<file path="src/rtl/rp_pkg.sv">
package rp_pkg;

  // Half-turn removed by the input fold, restored at the output
  typedef enum logic [1:0] {
    FOLD_NONE   = 2'd0,
    FOLD_ADD_PI = 2'd1,
    FOLD_SUB_PI = 2'd2
  } fold_e;

  // Elementary angle atan(2^-idx) in counts where 2^scale_log2 counts = pi
  function automatic int atan_count(input int idx, input int scale_log2);
    real t;
    real acc;
    real pw;
    real sc;
    t  = 1.0;
    for (int k = 0; k < idx; k++) t = t / 2.0;
    sc = 1.0;
    for (int k = 0; k < scale_log2; k++) sc = sc * 2.0;
    if (idx == 0) begin
      acc = 0.78539816339744831;
    end else begin
      acc = 0.0;
      pw  = t;
      for (int k = 0; k < 40; k++) begin
        if (k % 2 == 1) acc = acc - pw / real'(2 * k + 1);
        else            acc = acc + pw / real'(2 * k + 1);
        pw = pw * t * t;
      end
    end
    return int'(acc / 3.14159265358979324 * sc);
  endfunction

endpackage

</file>
<file path="src/rtl/rp_prefold.sv">
module rp_prefold
  import rp_pkg::*;
#(
  parameter int DATA_W = 16,
  parameter int FRAC   = 3,
  parameter int XW     = 21
) (
  input  logic                     clk,
  input  logic                     rst_n,
  input  logic                     in_valid,
  input  logic signed [DATA_W-1:0] in_x,
  input  logic signed [DATA_W-1:0] in_y,
  output logic                     out_valid,
  output logic signed [XW-1:0]     out_x,
  output logic signed [XW-1:0]     out_y,
  output fold_e                    out_fold,
  output logic                     out_zero
);

  localparam int EXT = XW - DATA_W - FRAC;

  logic signed [XW-1:0] xe, ye, x_d, y_d;
  fold_e                fold_d;
  logic                 zero_d;

  always_comb begin
    xe     = {{EXT{in_x[DATA_W-1]}}, in_x, {FRAC{1'b0}}};
    ye     = {{EXT{in_y[DATA_W-1]}}, in_y, {FRAC{1'b0}}};
    zero_d = (in_x == '0) && (in_y == '0);
    if (in_x[DATA_W-1]) begin
      x_d    = -xe;
      y_d    = -ye;
      fold_d = in_y[DATA_W-1] ? FOLD_SUB_PI : FOLD_ADD_PI;
    end else begin
      x_d    = xe;
      y_d    = ye;
      fold_d = FOLD_NONE;
    end
  end

  always_ff @(posedge clk or negedge rst_n) begin
    if (!rst_n) begin
      out_valid <= 1'b0;
      out_x     <= '0;
      out_y     <= '0;
      out_fold  <= FOLD_NONE;
      out_zero  <= 1'b0;
    end else begin
      out_valid <= in_valid;
      if (in_valid) begin
        out_x    <= x_d;
        out_y    <= y_d;
        out_fold <= fold_d;
        out_zero <= zero_d;
      end
    end
  end

  // after folding, the vector sits in the right half-plane
  a_r6_folded_right: assert property (@(posedge clk) disable iff (!rst_n)
    out_valid |-> !out_x[XW-1]);

  // a half-turn is recorded exactly when the input x was negative
  a_r6_fold_recorded: assert property (@(posedge clk) disable iff (!rst_n)
    in_valid |=> ((out_fold != FOLD_NONE) == $past(in_x[DATA_W-1])));

endmodule

</file>
<file path="src/rtl/rp_stage.sv">
module rp_stage
  import rp_pkg::*;
#(
  parameter int XW    = 21,
  parameter int ZW    = 19,
  parameter int IDX   = 0,
  parameter int ZLOG2 = 18
) (
  input  logic                 clk,
  input  logic                 rst_n,
  input  logic                 in_valid,
  input  logic signed [XW-1:0] in_x,
  input  logic signed [XW-1:0] in_y,
  input  logic signed [ZW-1:0] in_z,
  input  fold_e                in_fold,
  input  logic                 in_zero,
  output logic                 out_valid,
  output logic signed [XW-1:0] out_x,
  output logic signed [XW-1:0] out_y,
  output logic signed [ZW-1:0] out_z,
  output fold_e                out_fold,
  output logic                 out_zero
);

  // Elementary angle for this iteration, fixed per stage
  localparam logic signed [ZW-1:0] STEP = ZW'(atan_count(IDX, ZLOG2));

  logic signed [XW-1:0] xs, ys, x_d, y_d;
  logic signed [ZW-1:0] z_d;

  always_comb begin
    xs = in_x >>> IDX;
    ys = in_y >>> IDX;
    if (!in_y[XW-1]) begin
      x_d = in_x + ys;
      y_d = in_y - xs;
      z_d = in_z + STEP;
    end else begin
      x_d = in_x - ys;
      y_d = in_y + xs;
      z_d = in_z - STEP;
    end
  end

  always_ff @(posedge clk or negedge rst_n) begin
    if (!rst_n) begin
      out_valid <= 1'b0;
      out_x     <= '0;
      out_y     <= '0;
      out_z     <= '0;
      out_fold  <= FOLD_NONE;
      out_zero  <= 1'b0;
    end else begin
      out_valid <= in_valid;
      if (in_valid) begin
        out_x    <= x_d;
        out_y    <= y_d;
        out_z    <= z_d;
        out_fold <= in_fold;
        out_zero <= in_zero;
      end
    end
  end

  // a valid sample advances exactly one stage per clock
  a_r2_valid_follow: assert property (@(posedge clk) disable iff (!rst_n)
    in_valid |=> out_valid);

  // a bubble stays a bubble
  a_r10_bubble_follow: assert property (@(posedge clk) disable iff (!rst_n)
    !in_valid |=> !out_valid);

  // x never decreases while vectoring from the right half-plane
  a_r4_x_grows: assert property (@(posedge clk) disable iff (!rst_n)
    (in_valid && !in_x[XW-1]) |=> (out_x >= $past(in_x)));

endmodule

</file>
<file path="src/rtl/rp_finish.sv">
module rp_finish
  import rp_pkg::*;
#(
  parameter int DATA_W = 16,
  parameter int ANG_W  = 16,
  parameter int FRAC   = 3,
  parameter int ZF     = 3,
  parameter int XW     = 21,
  parameter int ZW     = 19
) (
  input  logic                    clk,
  input  logic                    rst_n,
  input  logic                    in_valid,
  input  logic signed [XW-1:0]    in_x,
  input  logic signed [ZW-1:0]    in_z,
  input  fold_e                   in_fold,
  input  logic                    in_zero,
  output logic                    out_valid,
  output logic [DATA_W-1:0]       out_mag,
  output logic signed [ANG_W-1:0] out_ang
);

  localparam logic signed [XW-1:0]    MAG_HALF = XW'(1) <<< (FRAC - 1);
  localparam logic signed [ZW-1:0]    Z_HALF   = ZW'(1) <<< (ZF - 1);
  localparam logic signed [ANG_W-1:0] HALF_TURN = {1'b1, {(ANG_W-1){1'b0}}};

  logic signed [XW-1:0]    scaled;
  logic [DATA_W-1:0]       mag_d;
  logic signed [ANG_W-1:0] ang_base, ang_d;

  always_comb begin
    // Gain removal: 1/1.6468 ~ 2^-1 + 2^-3 - 2^-6 - 2^-9 - 2^-13 - 2^-15
    scaled   = (in_x >>> 1) + (in_x >>> 3) - (in_x >>> 6)
             - (in_x >>> 9) - (in_x >>> 13) - (in_x >>> 15);
    mag_d    = DATA_W'((scaled + MAG_HALF) >>> FRAC);
    ang_base = ANG_W'((in_z + Z_HALF) >>> ZF);
    unique case (in_fold)
      FOLD_ADD_PI: ang_d = ang_base + HALF_TURN;
      FOLD_SUB_PI: ang_d = ang_base - HALF_TURN;
      default:     ang_d = ang_base;
    endcase
    if (in_zero) begin
      mag_d = '0;
      ang_d = '0;
    end
  end

  always_ff @(posedge clk or negedge rst_n) begin
    if (!rst_n) begin
      out_valid <= 1'b0;
      out_mag   <= '0;
      out_ang   <= '0;
    end else begin
      out_valid <= in_valid;
      if (in_valid) begin
        out_mag <= mag_d;
        out_ang <= ang_d;
      end
    end
  end

  // a zero vector leaves as exact zeros
  a_r8_zero_exact: assert property (@(posedge clk) disable iff (!rst_n)
    (in_valid && in_zero) |=> (out_mag == '0 && out_ang == '0));

  // the output strobe follows the last stage by one clock
  a_r2_out_strobe: assert property (@(posedge clk) disable iff (!rst_n)
    in_valid |=> out_valid);

endmodule

</file>
<file path="src/rtl/rect2polar_pipe.sv">
module rect2polar_pipe
  import rp_pkg::*;
#(
  parameter int DATA_W = 16,
  parameter int ANG_W  = 16,
  parameter int GUARD  = 2,
  parameter int FRAC   = 3,
  parameter int ZF     = 3,
  parameter int ITER   = 16
) (
  input  logic                     clk,
  input  logic                     rst_n,
  input  logic                     in_valid,
  input  logic signed [DATA_W-1:0] in_x,
  input  logic signed [DATA_W-1:0] in_y,
  output logic                     out_valid,
  output logic [DATA_W-1:0]        out_mag,
  output logic signed [ANG_W-1:0]  out_ang
);

  localparam int XW      = DATA_W + GUARD + FRAC;
  localparam int ZW      = ANG_W + ZF;
  localparam int ZLOG2   = ANG_W - 1 + ZF;
  localparam int Y_BOUND = 1 << (XW - ITER + 3);

  // Reset: asserted asynchronously, released on a clock edge
  logic [1:0] rst_sync;
  logic       rst_n_core;

  always_ff @(posedge clk or negedge rst_n) begin
    if (!rst_n) rst_sync <= 2'b00;
    else        rst_sync <= {rst_sync[0], 1'b1};
  end
  assign rst_n_core = rst_sync[1];

  logic                 sv [0:ITER];
  logic signed [XW-1:0] sx [0:ITER];
  logic signed [XW-1:0] sy [0:ITER];
  logic signed [ZW-1:0] sz [0:ITER];
  fold_e                sf [0:ITER];
  logic                 s0 [0:ITER];

  rp_prefold #(.DATA_W(DATA_W), .FRAC(FRAC), .XW(XW)) u_fold (
    .clk(clk), .rst_n(rst_n_core), .in_valid(in_valid), .in_x(in_x), .in_y(in_y),
    .out_valid(sv[0]), .out_x(sx[0]), .out_y(sy[0]), .out_fold(sf[0]), .out_zero(s0[0])
  );
  assign sz[0] = '0;

  for (genvar k = 0; k < ITER; k++) begin : g_iter
    rp_stage #(.XW(XW), .ZW(ZW), .IDX(k), .ZLOG2(ZLOG2)) u_stage (
      .clk(clk), .rst_n(rst_n_core),
      .in_valid(sv[k]), .in_x(sx[k]), .in_y(sy[k]), .in_z(sz[k]),
      .in_fold(sf[k]), .in_zero(s0[k]),
      .out_valid(sv[k+1]), .out_x(sx[k+1]), .out_y(sy[k+1]), .out_z(sz[k+1]),
      .out_fold(sf[k+1]), .out_zero(s0[k+1])
    );
  end

  rp_finish #(.DATA_W(DATA_W), .ANG_W(ANG_W), .FRAC(FRAC), .ZF(ZF), .XW(XW), .ZW(ZW)) u_finish (
    .clk(clk), .rst_n(rst_n_core),
    .in_valid(sv[ITER]), .in_x(sx[ITER]), .in_z(sz[ITER]),
    .in_fold(sf[ITER]), .in_zero(s0[ITER]),
    .out_valid(out_valid), .out_mag(out_mag), .out_ang(out_ang)
  );

  // the residual y component has been driven close to zero at the end of the chain
  a_r4_y_converged: assert property (@(posedge clk) disable iff (!rst_n_core)
    sv[ITER] |-> (sy[ITER] < XW'(Y_BOUND) && sy[ITER] > -XW'(Y_BOUND)));

  // no output strobe while the core is held in reset
  a_r1_quiet_reset: assert property (@(posedge clk)
    !rst_n_core |-> !out_valid);

endmodule

</file>
<file path="config.mk">
export PLATFORM = sky130hd
export DESIGN_NAME = rect2polar_pipe
export DESIGN_NICKNAME = d
export VERILOG_FILES = /design/src/rtl/rp_pkg.sv /design/src/rtl/rp_prefold.sv /design/src/rtl/rp_stage.sv /design/src/rtl/rp_finish.sv /design/src/rtl/rect2polar_pipe.sv
export SDC_FILE = /design/constraint.sdc
export NUM_CORES = 2
export LEC_CHECK = 0
export BUFFER_PORTS_ARGS = -buffer_cell sky130_fd_sc_hd__buf_2
export CORE_MARGIN = 2
export CORE_UTILIZATION = 43
export DETAILED_ROUTE_END_ITERATION = 8
export GPL_ROUTABILITY_DRIVEN = 0
export GPL_TIMING_DRIVEN = 0
export SLEW_MARGIN = 10
export SYNTH_ARGS = -nofsm -noshare
export SYNTH_HDL_FRONTEND = slang
export SYNTH_SLANG_ARGS = --single-unit
</file>
<file path="constraint.sdc">
create_clock -name clk -period 47.9 [get_ports clk]
set_clock_uncertainty 0.05 [all_clocks]
set_input_delay 9.58 -clock clk [delete_from_list [all_inputs] [get_ports clk]]
set_output_delay 9.58 -clock clk [all_outputs]
set_load 0.1 [all_outputs]
</file>
==> Word level (Yosys, flattened, before mapping) <==
Index checks and enable logic that the tools add are counted.
{ "totals": {"out_inout_bits": 33, "inputBits": 35, "ff_bits": 1100, "word_cells": 265} }
{ "classes": {"mux": 54, "n_eq_ne": 2, "addsub": 102, "reduce_logical": 3} }
{ "ops": {"columns": ["op", "count"], "rows": [
  ["21-bit 2-to-1 mux", 33],
  ["19-bit 2-to-1 mux", 16],
  ["19-bit by 4-bit adder with 19-bit output, second input constant", 3],
  ["21-bit by 10-bit adder with 21-bit output", 2],
  ["21-bit by 11-bit adder with 21-bit output", 2],
  ["21-bit by 12-bit adder with 21-bit output", 2],
  ["21-bit by 13-bit adder with 21-bit output", 2],
  ["21-bit by 14-bit adder with 21-bit output", 2],
  ["21-bit by 15-bit adder with 21-bit output", 2],
  ["21-bit by 16-bit adder with 21-bit output", 2],
  ["21-bit by 17-bit adder with 21-bit output", 2],
  ["21-bit by 18-bit adder with 21-bit output", 2],
  ["21-bit by 19-bit adder with 21-bit output", 2],
  ["21-bit by 20-bit adder with 21-bit output", 2],
  ["21-bit by 7-bit adder with 21-bit output", 2],
  ["21-bit by 8-bit adder with 21-bit output", 2],
  ["21-bit by 9-bit adder with 21-bit output", 2],
  ["19-bit negation with 21-bit output", 2],
  ["21-bit by 10-bit subtractor with 21-bit output", 2],
  ["21-bit by 11-bit subtractor with 21-bit output", 2],
  ["21-bit by 12-bit subtractor with 21-bit output", 2],
  ["21-bit by 13-bit subtractor with 21-bit output", 2],
  ["21-bit by 14-bit subtractor with 21-bit output", 2],
  ["21-bit by 15-bit subtractor with 21-bit output", 2],
  ["55 further kinds", 67]
]} }

==> Depth between registers and ports, before layout <==
{ "depth": {"word_depth": 7, "depth_mapped": 18, "mapped_depth_nobuf": 18} }

==> By module <==
Synthesis repeated with hierarchy kept, for this count alone.
{ "hier_totals": {"hier_cells": 11220, "hier_area_um2": 100335.0} }
{ "modules_own_cells": {"columns": ["module", "seq_area_each_um2", "area_per_inst_um2", "instances", "cells_each"], "rows": [
  ["rp_stage at g_iter[0].u_stage", 1601.5, 6129.6, 1, 721],
  ["rp_stage at g_iter[10].u_stage", 1626.6, 6089.6, 1, 718],
  ["rp_stage at g_iter[3].u_stage", 1626.6, 6058.3, 1, 687],
  ["rp_stage at g_iter[5].u_stage", 1626.6, 6037.0, 1, 680],
  ["rp_stage at g_iter[2].u_stage", 1626.6, 6032.0, 1, 674],
  ["rp_stage at g_iter[8].u_stage", 1626.6, 5978.2, 1, 685],
  ["rp_stage at g_iter[9].u_stage", 1626.6, 5968.2, 1, 663],
  ["rp_stage at g_iter[4].u_stage", 1626.6, 5879.4, 1, 672],
  ["rp_stage at g_iter[12].u_stage", 1626.6, 5834.3, 1, 661],
  ["rp_stage at g_iter[14].u_stage", 1626.6, 5813.1, 1, 645],
  ["rp_stage at g_iter[7].u_stage", 1626.6, 5770.5, 1, 633],
  ["rp_stage at g_iter[15].u_stage", 1626.6, 5735.5, 1, 656],
  ["rp_stage at g_iter[6].u_stage", 1626.6, 5723.0, 1, 640],
  ["rp_stage at g_iter[13].u_stage", 1626.6, 5689.2, 1, 630],
  ["5 more rows", null, null, null, null]
]} }

==> Worst setup path after synthesis <==
No wires, ideal clock.
{ "synth_timing": {"path_type": "input to register", "startpoint": "in in_y[8]", "endpoint": "reg u_fold.out_y[19]", "path_buffers": 0, "t_arrival_ns": 11.291, "stages": 6, "path_slack_ns": 36.422, "required_ns": 47.713, "setup_ns": 0.137, "path_cell_list": "or4_1 > or2_1 > or3_1 > or4_1 > a21oi_1 > a21oi_1"} }
{ "synth_between": {"elab_chain_len": 2} }
{ "synth_rtl": {"columns": ["item", "line_no", "rtl"], "rows": [
  ["start: declaration", "rect2polar_pipe.sv:15", "input logic signed [DATA_W-1:0] in_y,"],
  ["19-bit negation with 21-bit output", "rp_prefold.sv:32", "y_d = -ye;"],
  ["21-bit 2-to-1 mux", "rp_prefold.sv:30", "if (in_x[DATA_W-1]) begin"],
  ["end signal: assignment", "rp_prefold.sv:52", "out_y <= y_d;"],
  ["end: declaration", "rp_prefold.sv:15", "output logic signed [XW-1:0] out_y,"]
]} }
Every way passes these cells.
A chain may end at the register's enable or synchronous reset.

==> Worst setup path after layout <==
{ "layout_timing": {"startpoint": "reg u_finish.out_mag[14]", "endpoint": "out out_mag[14]"} }
{ "layout_rtl": {"columns": ["item", "line_no", "rtl"], "rows": [
  ["start: declaration", "rp_finish.sv:19", "output logic [DATA_W-1:0] out_mag,"],
  ["start signal: assignment", "rp_finish.sv:56", "out_mag <= mag_d;"],
  ["end: declaration", "rect2polar_pipe.sv:17", "output logic [DATA_W-1:0] out_mag,"]
]} }
No word-level cell between the ends.

==> summary.txt <==
Place
  – PortBufs: 67
  – DP HPWL: roughly 200000 µm

Final layout
  – Layout Nets: 11.12k
  – Filler cell count: just under 20k
  – Sequential Area: 25800 µm²
  – Share of post-route cells with drive strength above 1: 9.601%
  – Area of the multi-input gates: 59750 µm²
  – Synthesis-to-layout area growth: 9.329%

Clock network
  – CTS H-Tree Depth: 3
  – Hold Buf Count CTS: 0
  – Clock-pin slew on the worst setup and hold paths: about 0.06 ns
  – Post_cts resized: 0
  – Later-pin clock latency in the skew report: 0.79 ns
  – CTS tree: built
  – CTS root buffer: clkbuf_16
  – CTS sink cnt: ~1.0k
  – CTS buffer count: ~120
  – Setup bufs post-CTS: 0
  – CTS max path bufs: 3

Yosys
  – Synth area leaders: dfrtp_1 (29%), ha_1 (13%), mux2_2 (7.0%), xnor2_1 (6.5%), a21oi_1 (4.9%)
  – EDFF count, synth: 0
  – Yosys top cell area share: between 20% and 30%
  – YS warnings: 0
  – Yosys reg bits: between 1k and 1.5k
  – Syn avg cell area: 9.007 µm²
  – Commonest cells post-synth: dfrtp_1 (1031), ha_1 (923), a21oi_1 (869)
  – Post-synthesis instance total: 9849
  – Ys flop type: dfrtp_1
  – Most common cell in the synthesized netlist: dfrtp_1
  – Syn Nets: around 11k
  – Distinct cells, synth: 109
  – Yosys top cell by area: dfrtp_1
  – Mapped Area: slightly below 90000 µm²
  – FFs w/ async S/R, synth: 100.0%
  – Register area share after synthesis: 29.08%

Route
  – Avg Vias per Cell: 5.784
  – Pre-antenna DRT Iters: 6
  – Initial DRC count: around 5.8k
  – Drt wl/cell: 19.83 µm
  – Total wire length: 254500 µm
  – Post-route ant nets: 0
  – Via Count: between 70k and 80k
  – DRC viols: 0

Job
  – Max Cap Viol: 0

Critical path
  – CP max stage cell: buf_2
  – CP Data Required Time: 38.27 ns
  – Bufs and invs on worst path: 1
  – CP Max Fanout: 2
  – Startpoint Class: flip-flop
  – Critical Path AT: 1.68 ns
  – Critical Path Sink Type: output pin
  – Setup CP Type: flip-flop to output pin
  – Crit path cell chain: buf_2
  – CP peak stage delay: 0.47 ns
  – CP delay by family, top: buffers and inverters

Timing
  – Rel. slew slack: 31.29%
  – Final worst-path cycle share: 23.61%
  – Final hold violations: 0
  – Setup TNS: 0 ns
  – Max Slew Vio Count: 0
  – Worst-Margin Slew: 1.021 ns
  – Max Freq: roughly 90 MHz
  – Unrepaired setup endpoints after global routing: false
  – Final setup violation count: 0
  – Post-route minimum period: 11.31 ns

Global route
  – GRT overflow: 0
  – Largest net degree at the start of global routing: 65
  – Tot GR Track Use: 23.64%
  – Number of global-route vias before repair: 71.37k
  – First-pass GRT wire length: approximately 400000 µm
  – Initial antenna violation count: 2

Status
  – Outcome: finished clean

Die
  – CORE AREA: 204800 µm²
  – Die Y: 458.2 µm
  – # IOs: 68
  – Die ar.: ~210000 µm²
  – Die X: 458.2 µm
  – Rows: 166
  – Initial cell density of the core: 43.31%

Hold path
  – HP Class: flip-flop to flip-flop
==> placed cells by master (no fill, tap or decap), types with 130 or more instances in the layout <==
| cell | count |
|---|---|
| a21o_1 | 377 |
| nor3_1 | 295 |
| o21a_1 | 145 |
| clkbuf_1 | 251 |
| nand2_1 | 572 |
| a31oi_1 | 130 |
| xor2_1 | 343 |
| a21oi_1 | 869 |
| nor2_1 | 798 |
| inv_1 | 528 |
| ha_1 | 923 |
| xnor2_1 | 662 |
| nand3_1 | 153 |
| mux2_2 | 549 |
| o21ai_0 | 380 |
| dfrtp_1 | 1030 |
==> per-layer routing <==
metal	wire length [µm]	up-vias	part of all wire (%)	track usage (%)
met5	0	-	0	0
met4	4524	0	1.8	4.884
met3	12050	253	4.7	2.310
met2	111400	1769	44	36.72
met1	126500	36100	50	35.47
li1	-	36110	-	-
==> flip-flops by register name (all words and copies together) (netlist names) <==
signal and count:
g_iter.u_stage.out_x 328, g_iter.u_stage.out_y 294, g_iter.u_stage.out_z 270, g_iter.u_stage.out_fold 32
u_fold.out_x 18, u_fold.out_y 18, g_iter.u_stage.out_valid 16, g_iter.u_stage.out_zero 16
u_finish.out_ang 16, u_finish.out_mag 16, rst_sync 2, u_fold.out_fold 2
u_finish.out_valid 1, u_fold.out_valid 1, u_fold.out_zero 1
==> cells by family after synthesis <==
logic type,Yosys count,share of synthesized area [%]
AOI/OAI and AO/OA,2767,20.32
muxes,638,7.975
other,1,0.004227
DFF,1031,29.08
adders and majority gates,1024,15.30
and+or+nand+nor,2545,13.83
buffers and inverters,838,3.557
xor gates and xnor gates,1005,9.923
==> per-stage QoR <==
step | utilization (%) | cell area [µm²] | hold WS [ns] | cells | setup slack, ns
2_1_floorplan | - | 88710 | 0.2812 | 9849 | 16.98
3_3_place_gp | 45.12 | 92400 | 0.2842 | 12600 | 4.770
3_5_place_dp | 45.35 | 92880 | 0.2991 | 12620 | 36.12
4_1_cts | 47.35 | 96980 | 0.3145 | 12830 | 36.50
5_1_grt | 47.36 | 96980 | 0.3286 | 12830 | 36.54
6_report | 47.36 | 96980 | 0.3099 | 12830 | 36.59
==> worst register-to-register path: cells and delay by family (launching register included) <==
kind	cells	cell delay (ns)
fa+ha+maj	5	2.28
buf+inv	4	0.86
flops	1	0.66
xor+xnor	1	0.23
compound gates	6	1.55
==> area by class of cell <==
type                    instances  share of cell area, %
plain buffers                 303                  1.183
repair buffers                 85                 0.8334
clock buffers                 151                  3.424
diodes                          1               0.002580
flip-flops and latches       1031                  26.61
well taps                    2688                  3.468
multi-input cells            7980                  61.61
clock inverters                60                 0.8012
inverters                     535                  2.071
==> final timing paths <==
| check | from | end | slack [ns] | cells after the start |
|---|---|---|---|---|
| max | u_finish.out_mag[14] | out_mag[14] | 36.59 | 1 |
| min | rst_sync[0] | rst_sync[1] | 0.31 | 0 |
| max reg2reg | g_iter[15].u_stage.out_x[20] | u_finish.out_mag[13] | 42.15 | 16 |
| min reg2reg | rst_sync[0] | rst_sync[1] | 0.31 | 0 |
| max in group asynchronous | rst_n | rst_sync[1] | 39.16 | 1 |
| min in group asynchronous | rst_sync[1] | g_iter[2].u_stage.out_zero | 0.38 | 0 |
Power is left out: the tool's default activity adds up to more than one toggle a clock period on the data nets, which glitch-free logic cannot reach.
